File: src/rtl/csa_pkg.sv
package csa_pkg;

   // Vector count after one 3:2 level: each full group of three gives two.
   function automatic int next_cnt(input int n);
      return (n / 3) * 2 + (n % 3);
   endfunction

   // Number of compressor levels needed to reach two vectors.
   function automatic int num_levels(input int n);
      int cnt;
      int lv;
      cnt = n;
      lv  = 0;
      while (cnt > 2) begin
         cnt = next_cnt(cnt);
         lv++;
      end
      return lv;
   endfunction

   // Vector count entering level lvl of a tree that starts with n0 vectors.
   function automatic int cnt_at(input int n0, input int lvl);
      int cnt;
      cnt = n0;
      for (int i = 0; i < lvl; i++) cnt = next_cnt(cnt);
      return cnt;
   endfunction

endpackage

File: src/rtl/csa_full_adder.sv
// One column of a compressor, in the mux-based form: the half-sum
// picks between the carry-in and its inverse, and between carry-in and b.
module csa_full_adder (
   input  logic a,
   input  logic b,
   input  logic ci,
   output logic s,
   output logic co
);
   logic hs;

   assign hs = a ^ b;
   assign s  = hs ? ~ci : ci;
   assign co = hs ? ci : b;

endmodule

File: src/rtl/csa_fa_row.sv
// 3:2 compressor over WIDTH independent columns; no lateral carry.
module csa_fa_row #(
   parameter int WIDTH = 12
) (
   input  logic [WIDTH-1:0] x,
   input  logic [WIDTH-1:0] y,
   input  logic [WIDTH-1:0] z,
   output logic [WIDTH-1:0] sum,
   output logic [WIDTH-1:0] carry_sh,
   output logic             carry_msb
);
   logic [WIDTH-1:0] cy;

   if (WIDTH < 2) begin : g_bad_width
      $error("csa_fa_row: WIDTH must be at least 2");
   end

   for (genvar b = 0; b < WIDTH; b++) begin : g_col
      csa_full_adder u_fa (
         .a  (x[b]),
         .b  (y[b]),
         .ci (z[b]),
         .s  (sum[b]),
         .co (cy[b])
      );
   end

   // carry bit b weighs 2^(b+1)
   assign carry_sh  = {cy[WIDTH-2:0], 1'b0};
   assign carry_msb = cy[WIDTH-1];

endmodule

File: src/rtl/csa_level.sv
// One level of the tree: groups of three are compressed, the remainder
// passes through, and an optional register closes the level.
module csa_level
   import csa_pkg::*;
#(
   parameter int N_IN = 9,
   parameter int RW   = 12,
   parameter bit REG  = 1'b1,
   localparam int N_OUT = next_cnt(N_IN)
) (
   input  logic                       clk,
   input  logic                       rst_n,
   input  logic                       vld_in,
   input  logic [N_IN-1:0][RW-1:0]    vin,
   output logic                       vld_out,
   output logic [N_OUT-1:0][RW-1:0]   vout
);
   localparam int GRP = N_IN / 3;
   localparam int REM = N_IN % 3;
   localparam int SW  = RW + $clog2(N_IN + 1) + 1;

   if (N_IN < 3) begin : g_bad_count
      $error("csa_level: a level needs at least three input vectors");
   end

   logic [N_OUT-1:0][RW-1:0] nxt;
   logic [GRP-1:0]           drop;

   for (genvar g = 0; g < GRP; g++) begin : g_grp
      csa_fa_row #(.WIDTH(RW)) u_row (
         .x         (vin[3*g]),
         .y         (vin[3*g+1]),
         .z         (vin[3*g+2]),
         .sum       (nxt[2*g]),
         .carry_sh  (nxt[2*g+1]),
         .carry_msb (drop[g])
      );
   end

   for (genvar k = 0; k < REM; k++) begin : g_left
      assign nxt[2*GRP+k] = vin[3*GRP+k];
   end

   if (REG) begin : g_reg
      always_ff @(posedge clk or negedge rst_n) begin
         if (!rst_n) begin
            vld_out <= 1'b0;
            vout    <= '0;
         end else begin
            vld_out <= vld_in;
            vout    <= nxt;
         end
      end
   end else begin : g_comb
      assign vld_out = vld_in;
      assign vout    = nxt;
   end

   // totals on both sides of the compressors, wide enough not to wrap
   logic [SW-1:0] tot_in;
   logic [SW-1:0] tot_out;
   always_comb begin
      tot_in  = '0;
      tot_out = '0;
      for (int i = 0; i < N_IN; i++)  tot_in  = tot_in  + SW'(vin[i]);
      for (int i = 0; i < N_OUT; i++) tot_out = tot_out + SW'(nxt[i]);
   end

   // the top-column carry never carries weight out of the result width
   p_no_overflow_r3: assert property (@(posedge clk) disable iff (!rst_n)
      vld_in |-> (drop == '0));

   // compression conserves the arithmetic total of the level
   p_conserve_r8: assert property (@(posedge clk) disable iff (!rst_n)
      vld_in |-> (tot_in == tot_out));

endmodule

File: src/rtl/csa_cpa.sv
// Final carry-propagate adder resolving the last sum/carry pair.
module csa_cpa #(
   parameter int RW      = 12,
   parameter bit RIPPLE  = 1'b1,
   parameter bit OUT_REG = 1'b1
) (
   input  logic          clk,
   input  logic          rst_n,
   input  logic          vld_in,
   input  logic [RW-1:0] a,
   input  logic [RW-1:0] b,
   output logic          vld_out,
   output logic [RW-1:0] sum
);
   logic [RW-1:0] add_q;

   if (RIPPLE) begin : g_ripple
      logic [RW:0]   c;
      logic [RW-1:0] gen;
      logic [RW-1:0] prp;
      assign c[0] = 1'b0;
      for (genvar i = 0; i < RW; i++) begin : g_bit
         assign gen[i]   = a[i] & b[i];
         assign prp[i]   = a[i] ^ b[i];
         assign c[i+1]   = gen[i] | (prp[i] & c[i]);
         assign add_q[i] = prp[i] ^ c[i];
      end
   end else begin : g_behav
      assign add_q = a + b;
   end

   if (OUT_REG) begin : g_reg
      always_ff @(posedge clk or negedge rst_n) begin
         if (!rst_n) begin
            vld_out <= 1'b0;
            sum     <= '0;
         end else begin
            vld_out <= vld_in;
            sum     <= add_q;
         end
      end
   end else begin : g_comb
      assign vld_out = vld_in;
      assign sum     = add_q;
   end

   logic [RW:0] wide_chk;
   assign wide_chk = {1'b0, a} + {1'b0, b};

   // the redundant pair never sums past the result width
   p_cpa_no_carry_r2: assert property (@(posedge clk) disable iff (!rst_n)
      vld_in |-> (wide_chk[RW] == 1'b0));

endmodule

File: src/rtl/csa_tree_adder.sv
module csa_tree_adder
   import csa_pkg::*;
#(
   parameter int N_OPS      = 9,
   parameter int OP_W       = 8,
   parameter bit LEVEL_REG  = 1'b1,
   parameter bit OUT_REG    = 1'b1,
   parameter bit CPA_RIPPLE = 1'b1,
   localparam int RES_W     = OP_W + $clog2(N_OPS),
   localparam int NLEV      = num_levels(N_OPS),
   localparam int LATENCY   = (LEVEL_REG ? NLEV : 0) + (OUT_REG ? 1 : 0)
) (
   input  logic                        clk,
   input  logic                        rst_n,
   input  logic                        in_valid,
   input  logic [N_OPS-1:0][OP_W-1:0]  ops,
   output logic                        out_valid,
   output logic [RES_W-1:0]            result
);
   if (N_OPS < 3) begin : g_bad_ops
      $error("csa_tree_adder: N_OPS must be at least 3");
   end
   if (OP_W < 1) begin : g_bad_width
      $error("csa_tree_adder: OP_W must be at least 1");
   end

   for (genvar l = 0; l < NLEV; l++) begin : g_lvl
      localparam int NI = cnt_at(N_OPS, l);
      localparam int NO = next_cnt(NI);

      logic [NI-1:0][RES_W-1:0] vin;
      logic                     vin_vld;
      logic [NO-1:0][RES_W-1:0] vout;
      logic                     vout_vld;

      if (l == 0) begin : g_src
         for (genvar i = 0; i < N_OPS; i++) begin : g_ext
            assign vin[i] = {{(RES_W-OP_W){1'b0}}, ops[i]};
         end
         assign vin_vld = in_valid;
      end else begin : g_chain
         assign vin     = g_lvl[l-1].vout;
         assign vin_vld = g_lvl[l-1].vout_vld;
      end

      csa_level #(
         .N_IN (NI),
         .RW   (RES_W),
         .REG  (LEVEL_REG)
      ) u_lvl (
         .clk     (clk),
         .rst_n   (rst_n),
         .vld_in  (vin_vld),
         .vin     (vin),
         .vld_out (vout_vld),
         .vout    (vout)
      );
   end

   csa_cpa #(
      .RW      (RES_W),
      .RIPPLE  (CPA_RIPPLE),
      .OUT_REG (OUT_REG)
   ) u_cpa (
      .clk     (clk),
      .rst_n   (rst_n),
      .vld_in  (g_lvl[NLEV-1].vout_vld),
      .a       (g_lvl[NLEV-1].vout[0]),
      .b       (g_lvl[NLEV-1].vout[1]),
      .vld_out (out_valid),
      .sum     (result)
   );

   localparam logic [RES_W-1:0] MAX_SUM =
      RES_W'(N_OPS) * {{(RES_W-OP_W){1'b0}}, {OP_W{1'b1}}};

   // a completed total can never exceed the sum of N maximal operands
   p_result_bound_r1: assert property (@(posedge clk) disable iff (!rst_n)
      out_valid |-> (result <= MAX_SUM));

endmodule

File: config.mk
export PLATFORM = sky130hd
export DESIGN_NAME = csa_tree_adder
export DESIGN_NICKNAME = d
export VERILOG_FILES = /design/src/rtl/csa_pkg.sv /design/src/rtl/csa_full_adder.sv /design/src/rtl/csa_fa_row.sv /design/src/rtl/csa_level.sv /design/src/rtl/csa_cpa.sv /design/src/rtl/csa_tree_adder.sv
export SDC_FILE = /design/constraint.sdc
export NUM_CORES = 1
export LEC_CHECK = 0
export ABC_AREA = 1
export CAP_MARGIN = 40
export CORE_MARGIN = 3
export CORE_UTILIZATION = 54
export CTS_CLUSTER_DIAMETER = 40
export CTS_CLUSTER_SIZE = 10
export DETAILED_ROUTE_END_ITERATION = 6
export PLACE_DENSITY = 0.84
export SETUP_SLACK_MARGIN = 0.05
export SYNTH_ARGS = -nofsm -noshare
export SYNTH_HDL_FRONTEND = slang
export SYNTH_SLANG_ARGS = --single-unit
File: constraint.sdc
create_clock -name clk -period 4.65 [get_ports clk]
set_input_delay 0.465 -clock clk [delete_from_list [all_inputs] [get_ports clk]]
set_output_delay 0.465 -clock clk [all_outputs]
set_load 0.005 [all_outputs]
==> flow_summary.json, run 1 <==
{
  "synth.distinct_cells": 7,
  "synth_flop_cell": "dfrtp_1",
  "dr.pass1.iters": 4,
  "synth_top_cell_by_area": "dfrtp_1",
  "yosysWarnings": 0,
  "wl_per_cell_um": 11.35,
  "synth_top_area_share_pct": 57.68,
  "r2r_slack_ns": 0.45,
  "relSlewSlack_pct": 46.54,
  "grt_pass1_wl_um": 19290,
  "die-height_um": 113.6,
  "ys_seq_area_share_pct": 57.68,
  "fp-row-count": 38,
  "leakage_uw": 0.004441,
  "cts_buffer_depth": 2,
  "cts_buffers": 17,
  "max_stage_delay_ns": 0.47,
  "antenna_found_initial": 0,
  "synth_nets": 787,
  "dieArea_mm2": 0.01290,
  "synthToLayoutAreaGrowth_pct": 26.90,
  "portBuffers": 87,
  "diodes": 0,
  "crit_chain": "ha_1 -> fa_1 -> fa_1 -> fa_1 -> fa_1 -> fa_1 -> fa_1 -> fa_1 -> ha_1",
  "worstSkewPairLatency_ns": 0.42,
  "grt_pass1_vias": 4652,
  "netlist_top_cells_area": "dfrtp_1, nand2_1, inv_1, a21boi_2, nand3_1",
  "place.gp.congestion": 0.7815,
  "slew_violations": 0,
  "vias": 4505,
  "fillers": 738,
  "pin_count": 88,
  "p_clk_share_pct": 38.6,
  "crit_slowest_cell": "fa_1",
  "cts_setup_buffers": 0,
  "grt.total_usage_pct": 18.86,
  "worst_ep_required_time_ns": 4.94,
  "drive_gt1_share_pct": 9.302,
  "start_kind": "flop",
  "drt-initial-drc-count": 263,
  "postCtsHoldBufs": 0,
  "p_seq_share_pct": 43.5,
  "drt-total-wl_um": 10860,
  "cpMostUsedCell": "fa_1",
  "synth-seq-cells": 144,
  "combPwrFrac_pct": 17.9,
  "ant_nets": 0,
  "grt_max_degree": 95,
  "cts_tree": "yes",
  "synthArstFlopShare_pct": 100.0,
  "initial_core_util_pct": 56.39,
  "via_per_inst": 4.707,
  "swShare_pct": 25.56,
  "die_w_um": 113.6,
  "drv_cap": 0,
  "cp_max_fo": 1,
  "cts_resized": 0,
  "core_mm2": 0.01108,
  "final_core_util_pct": 71.56,
  "internal_power_uw": 2717,
  "period_needed_ns": 4.195,
  "cts.sinks": 144,
  "hpwl_um": 7384,
  "synth_enable_flop_cells": 0,
  "status": "finished clean",
  "root_buffer": "clkbuf_16",
  "cts.clk_slew.worst_paths_ns": 0.06,
  "fmaxAchievable_mhz": 238.4,
  "synth_commonest_cells": "nand2_1, inv_1, dfrtp_1",
  "setup_violations": 0,
  "drc_errors": 0,
  "hp-class": "in2async",
  "skew_ns": 0.006188,
  "htree_levels": 4,
  "grt_setup_unrepaired": "no",
  "finalHoldViolCount": 0,
  "tightestPinTransition_ns": 0.8019,
  "nets": 894,
  "cellPowerDensity_mw_per_mm2": 460.4,
  "min_period_over_period_pct": 90.22,
  "syn_area_mm2": 0.006247,
  "power_switching_uw": 932.8,
  "arrival_ns": 4.49,
  "tns_ns": 0,
  "overflow": 0,
  "endpoint_kind": "flop",
  "synth.most_common_cell": "nand2_1",
  "path_class": "reg2reg",
  "vdd_drop_max_uv": 279.0,
  "synthCells": 698,
  "syn_avg_cell_area_um2": 8.950
}
==> per-stage QoR <==
step	instance area, um2	std cells	hold slack, ns	power, uW	setup WS, ns
2_1_floorplan	6247	698	0.1694	1963	0.5597
3_3_place_gp	7302	926	0.3333	2197	0.4559
3_5_place_dp	7302	926	0.3356	2254	0.4117
4_1_cts	7928	957	0.1443	3688	0.3964
5_1_grt	7928	957	0.1858	3861	0.2894
6_report	7928	957	0.09568	3650	0.4549
==> critical path: cells and delay by family, from the launching register on <==
family	cells	cell delay (ns)
adders and majority gates	9	3.72
DFF	1	0.36
==> layout make-up <==
| type | count | area, um2 | share of cell area, % |
|---|---|---|---|
| repair buffers | 88 | 879.6 | 11.10 |
| clock inverters | 13 | 186.4 | 2.352 |
| inverters | 159 | 596.8 | 7.528 |
| well taps | 140 | 175.2 | 2.210 |
| flip-flops and latches | 144 | 3603 | 45.45 |
| clock buffers | 18 | 439.2 | 5.540 |
| multi-input cells | 395 | 2047 | 25.82 |
==> power groups by stage <==
stage / Clock (uW) / Sequential, uW / Combinational, uW
2_1_floorplan: 0 / 1590 / 370
3_3_place_gp: 0 / 1600 / 601
3_5_place_dp: 0 / 1610 / 646
4_1_cts: 1430 / 1590 / 668
5_1_grt: 1490 / 1610 / 755
6_report: 1410 / 1590 / 652
==> routing by layer <==
layer	share of wire (%)	global-route usage, %	vias up
li1	-	-	2293
met1	38	20.06	2089
met2	55	34.79	93
met3	4.0	4.403	30
met4	2.7	9.375	0
met5	0	0	-
==> registers in the layout, summed over array words and instances, names as in the netlist <==
register,flops
u_cpa.vld_out,1
u_cpa.sum,12
g_lvl.u_lvl.vld_out,4
g_lvl.u_lvl.vout,127
==> cells in the final DEF (no fill, tap or decap), drive strengths merged <==
master         instances
nand2                285
inv                  160
dfrtp                144
clkdlybuf4s50         86
nand3                 53
a21boi                43
clkbuf                18
fa                     7
ha                     7
clkinvlp               4
bufinv                 4
clkinv                 4
buf                    2
==> path summary, 6_finish.rpt <==
| kind | start | end | depth (start not counted) |
|---|---|---|---|
| setup / recovery | g_lvl[3].u_lvl.vout[2]$_DFF_PN0_ | u_cpa.sum[10]$_DFF_PN0_ | 9 |
| hold / removal | rst_n | g_lvl[3].u_lvl.vout[0]$_DFF_PN0_ | 1 |
| setup reg to reg | g_lvl[3].u_lvl.vout[2]$_DFF_PN0_ | u_cpa.sum[10]$_DFF_PN0_ | 9 |
| hold reg to reg | g_lvl[3].u_lvl.vout[1]$_DFF_PN0_ | u_cpa.sum[1]$_DFF_PN0_ | 0 |
| max in group asynchronous | rst_n | g_lvl[0].u_lvl.vout[24]$_DFF_PN0_ | 2 |
| min in group clk | g_lvl[3].u_lvl.vout[1]$_DFF_PN0_ | u_cpa.sum[1]$_DFF_PN0_ | 0 |
==> kinds of logic (layout without fill, tap and decap cells) <==
family | after synthesis | in the layout | share of synthesized area (%)
compound gates | 43 | 43 | 7.751
flops | 144 | 144 | 57.68
fa+ha+maj | 14 | 14 | 3.645
buf+inv | 159 | 278 | 9.553
simple gates | 338 | 338 | 21.37
Note: power is estimated with default switching activity, not from simulation.
==> inputs of run 2 (changes only) <==
GPL_TIMING_DRIVEN = 0   (was not set)
==> flow_summary.json, run 2 (synthesis results as in run 1) <==
{
  "die_w_um": 113.6,
  "endpoint_kind": "flop",
  "via_per_inst": 4.742,
  "arrival_ns": 4.51,
  "vdd_drop_max_uv": 312.7,
  "stdcell_area_mm2": 0.007928,
  "htree_levels": 4,
  "synthToLayoutAreaGrowth_pct": 26.90,
  "final_common_cell": "nand2_1",
  "top_register": "g_lvl.u_lvl.vout",
  "worst_r2r_path_depth": 9,
  "initial_core_util_pct": 56.39,
  "fmaxAchievable_mhz": 237.3,
  "finalHoldViolCount": 0,
  "path_class": "reg2reg",
  "seqCellArea_mm2": 0.003603,
  "swShare_pct": 26.37,
  "overflow": 0,
  "tightestPinTransition_ns": 0.5960,
  "instances_no_fill": 958,
  "portBuffers": 87,
  "wl_met2_um": 5849,
  "vias": 4543,
  "dp.cells": 926,
  "drt-total-wl_um": 10750,
  "grt_setup_unrepaired": "no",
  "min_period_over_period_pct": 90.63,
  "r2r-end": "u_cpa.sum[10]$_DFF_PN0_",
  "start_kind": "flop",
  "placed_cell_area_mm2": 0.007322,
  "max_stage_delay_ns": 0.48,
  "status": "finished clean",
  "nets": 894,
  "cts.sinks": 144,
  "die-height_um": 113.6,
  "core_mm2": 0.01108,
  "diodes": 0,
  "fp-row-count": 38,
  "cts_tree": "yes",
  "crit_chain": "ha_1 -> fa_1 -> fa_1 -> fa_1 -> fa_1 -> fa_1 -> fa_1 -> fa_1 -> ha_1",
  "cts_buffer_depth": 2,
  "cpMostUsedCell": "fa_1",
  "grt_max_degree": 79,
  "drv_cap": 0,
  "pin_count": 88,
  "top_regs": "g_lvl.u_lvl.vout (127), u_cpa.sum (12), g_lvl.u_lvl.vld_out (4)",
  "p_clk_share_pct": 37.6,
  "cts_resized": 0,
  "setup_violations": 0,
  "grt.total_usage_pct": 18.38,
  "drive_gt1_share_pct": 9.413,
  "relSlewSlack_pct": 60.27,
  "r2r_start": "g_lvl[3].u_lvl.vout[2]$_DFF_PN0_",
  "cts_buffers": 17,
  "wl_per_cell_um": 11.22,
  "p_total_uw": 3583,
  "leakage_uw": 0.004436,
  "dieArea_mm2": 0.01290,
  "wl_met3_um": 392,
  "final_cell_mix": "nand2_1, inv_1, dfrtp_1",
  "highest_layer": "met4",
  "period_needed_ns": 4.214,
  "final_core_util_pct": 71.56,
  "fillers": 762,
  "cts_setup_buffers": 0,
  "skew_ns": 0.009554,
  "worstSkewPairLatency_ns": 0.41,
  "postCtsHoldBufs": 0,
  "hpwl_um": 7390,
  "cts.clk_slew.worst_paths_ns": 0.06,
  "largest_register_ffs": 127,
  "ant_nets": 0,
  "drt-initial-drc-count": 285,
  "combPwrFrac_pct": 18.2,
  "cp_max_fo": 1,
  "grt_pass1_vias": 4808,
  "wl_met1_um": 4278,
  "r2r_slack_ns": 0.44,
  "cellPowerDensity_mw_per_mm2": 452.0,
  "crit_slowest_cell": "fa_1",
  "place.gp.congestion": 0.7681,
  "multi_input_area_mm2": 0.002047,
  "worst_ep_required_time_ns": 4.94,
  "hp-class": "in2async",
  "grt_pass1_wl_um": 19390,
  "hold_ws_ns": 0.04143,
  "p_seq_share_pct": 44.3,
  "slew_violations": 0,
  "dr.pass1.iters": 4,
  "drc_errors": 0,
  "power_switching_uw": 945.1,
  "root_buffer": "clkbuf_16",
  "antenna_found_initial": 0,
  "internal_power_uw": 2638
}
-- run 2: cell types whose count changed in the layout (fill, tap and decap cells not counted) --
cell        previous run  this run
bufinv_16              4         2
clkinv_2               2         0
inv_6                  1         3
buf_16                 0         1
buf_4                  1         0
clkbuf_8               1         2
clkinvlp_4             4         5
inv_8                  0         1
-- run 2: critical path: cells and delay by family (launching register included) --
kind,cells,cell delay (ns)
DFF,1,0.36
adders and majority gates,9,3.74
-- run 2: worst max path at each step --
stage | from | endpoint | slack, ns
3_3_place_gp | rst_n | g_lvl[0].u_lvl.vout[18]$_DFF_PN0_ | -2.19
5_1_grt | g_lvl[3].u_lvl.vout[2]$_DFF_PN0_ | u_cpa.sum[10]$_DFF_PN0_ | 0.29
4_1_cts | g_lvl[3].u_lvl.vout[2]$_DFF_PN0_ | u_cpa.sum[10]$_DFF_PN0_ | 0.38
2_1_floorplan | g_lvl[3].u_lvl.vout[2]$_DFF_PN0_ | u_cpa.sum[10]$_DFF_PN0_ | 0.56
6_report | g_lvl[3].u_lvl.vout[2]$_DFF_PN0_ | u_cpa.sum[10]$_DFF_PN0_ | 0.44
3_5_place_dp | g_lvl[3].u_lvl.vout[2]$_DFF_PN0_ | u_cpa.sum[10]$_DFF_PN0_ | 0.40
-- run 2: power by group through the flow --
stage	registers, uW	logic, uW	clock network [uW]
3_3_place_gp	1600	604	0
5_1_grt	1610	750	1420
6_report	1590	650	1350
2_1_floorplan	1590	370	0
3_5_place_dp	1610	647	0
4_1_cts	1590	661	1370
-- run 2: layout make-up --
type,count,area share (%)
sequential,144,45.45
multi-input combinational,395,25.82
timing repair buffer,88,11.35
inverter,159,7.528
clock buffer,19,5.713
tap,140,2.210
clock inverter,13,1.926
-- run 2: routing by layer --
| metal | up-vias | track usage (%) |
|---|---|---|
| met2 | 106 | 33.69 |
| met1 | 2115 | 20.04 |
| li1 | 2298 | - |
| met4 | 0 | 7.933 |
| met5 | - | 0 |
| met3 | 24 | 4.668 |
-- run 2: stage by stage --
step | setup WS [ns] | setup TNS [ns]
6_report | 0.4359 | 0
5_1_grt | 0.2904 | 0
4_1_cts | 0.3797 | 0
3_5_place_dp | 0.3990 | 0
3_3_place_gp | -2.193 | -314.66
2_1_floorplan | 0.5597 | 0
==> inputs of run 3 (changes only) <==
CORE_MARGIN = not set   (was 3)
==> flow_summary.json, run 3 (synthesis results as in run 1) <==
{
  "drv_cap": 0,
  "slew_violations": 0,
  "min_period_over_period_pct": 90.59,
  "leakage_uw": 0.004434,
  "fillers": 768,
  "postCtsHoldBufs": 0,
  "cts.sinks": 144,
  "grt_pass1_wl_um": 19020,
  "final_common_cell": "nand2_1",
  "cp_max_fo": 1,
  "wl_per_cell_um": 11.72,
  "diodes": 0,
  "largest_register_ffs": 127,
  "r2r_start": "g_lvl[3].u_lvl.vout[2]$_DFF_PN0_",
  "antenna_found_initial": 0,
  "top_register": "g_lvl.u_lvl.vout",
  "pin_count": 88,
  "hp-class": "in2async",
  "cts_tree": "yes",
  "cts_buffer_depth": 2,
  "drt-total-wl_um": 11220,
  "period_needed_ns": 4.212,
  "initial_core_util_pct": 56.39,
  "grt_max_degree": 76,
  "root_buffer": "clkbuf_16",
  "cts_buffers": 17,
  "die-height_um": 109.6,
  "cts.clk_slew.worst_paths_ns": 0.06,
  "grt_pass1_vias": 4677,
  "drive_gt1_share_pct": 9.413,
  "fmaxAchievable_mhz": 237.4,
  "worst_r2r_path_depth": 9,
  "status": "finished clean",
  "worst_ep_required_time_ns": 4.95,
  "portBuffers": 87,
  "dp.cells": 926,
  "place.gp.congestion": 0.7450,
  "dieArea_mm2": 0.01200,
  "tns_ns": 0,
  "top_regs": "g_lvl.u_lvl.vout (127), u_cpa.sum (12), g_lvl.u_lvl.vld_out (4)",
  "core_mm2": 0.01108,
  "hpwl_um": 7227,
  "start_kind": "flop",
  "drt-initial-drc-count": 203,
  "relSlewSlack_pct": 58.41,
  "r2r_slack_ns": 0.44,
  "finalHoldViolCount": 0,
  "grt.total_usage_pct": 21.04,
  "endpoint_kind": "flop",
  "critical_path.startpoint": "g_lvl[3].u_lvl.vout[2]$_DFF_PN0_",
  "grt_setup_unrepaired": "no",
  "skew_ns": 0.008252,
  "final_core_util_pct": 71.47,
  "cts_setup_buffers": 0,
  "r2r-end": "u_cpa.sum[10]$_DFF_PN0_",
  "ant_nets": 0,
  "fp-row-count": 38,
  "instances_no_fill": 958,
  "via_per_inst": 4.762,
  "vdd_drop_max_uv": 264.8,
  "crit_end": "u_cpa.sum[10]$_DFF_PN0_",
  "final_cell_mix": "nand2_1, inv_1, dfrtp_1",
  "drc_errors": 0,
  "worstSkewPairLatency_ns": 0.41,
  "setup_violations": 0,
  "cellPowerDensity_mw_per_mm2": 451.2,
  "arrival_ns": 4.51,
  "nets": 894,
  "dr.pass1.iters": 4,
  "path_class": "reg2reg",
  "vias": 4562,
  "tightestPinTransition_ns": 0.6239,
  "htree_levels": 4,
  "cts_resized": 0,
  "overflow": 0,
  "die_w_um": 109.6,
  "synthToLayoutAreaGrowth_pct": 26.74,
  "hold_ws_ns": 0.03797
}
-- run 3: per-layer routing --
metal / global-route usage, % / part of all wire, % / vias up / routed length, um
met1: 21.54 / 37 / 2114 / 4146
li1: - / - / 2291 / -
met3: 6.758 / 4.0 / 36 / 449
met2: 39.17 / 56 / 121 / 6235
met5: 0 / 0 / - / 0
met4: 8.857 / 3.5 / 0 / 392
-- run 3: power breakdown --
| part | switching (uW) | total (uW) | internal, uW |
|---|---|---|---|
| Combinational | 331 | 653 | 322 |
| Sequential | 104 | 1590 | 1490 |
| Clock | 520 | 1330 | 810 |
-- run 3: how the worst min path moves through the flow --
| stage | cells after the start | end |
|---|---|---|
| floorplan | 0 | g_lvl[0].u_lvl.vld_out$_DFF_PN0_ |
| global placement | 0 | u_cpa.sum[0]$_DFF_PN0_ |
| detailed placement | 0 | u_cpa.sum[1]$_DFF_PN0_ |
| CTS | 1 | u_cpa.sum[0]$_DFF_PN0_ |
| global route | 1 | g_lvl[2].u_lvl.vout[1]$_DFF_PN0_ |
| finish | 1 | g_lvl[2].u_lvl.vout[1]$_DFF_PN0_ |
-- run 3: area by class of cell --
cell class / instances / area (um2) / share of cell area (%)
clock inverter: 14 / 156.4 / 1.975
sequential: 144 / 3603 / 45.51
timing repair buffer: 88 / 899.6 / 11.36
tap: 140 / 175.2 / 2.212
inverter: 159 / 596.8 / 7.538
multi-input combinational: 395 / 2047 / 25.85
clock buffer: 18 / 439.2 / 5.547
-- run 3: per-stage QoR --
step           worst slack (ns)  cell area [um2]  total power, uW
2_1_floorplan            0.5597             6247             1963
3_5_place_dp             0.3995             7322             2249
4_1_cts                  0.3903             7918             3603
5_1_grt                  0.2976             7918             3774
6_report                 0.4375             7918             3573
3_3_place_gp             -2.181             7293             2200
-- run 3: worst max-delay path, stage by stage (launching register included) --
cell and delay (ns):
dfrtp_1 0.36, ha_1 0.22, fa_1 0.45, fa_1 0.46, fa_1 0.47, fa_1 0.46, fa_1 0.48, fa_1 0.48
fa_1 0.44, ha_1 0.29
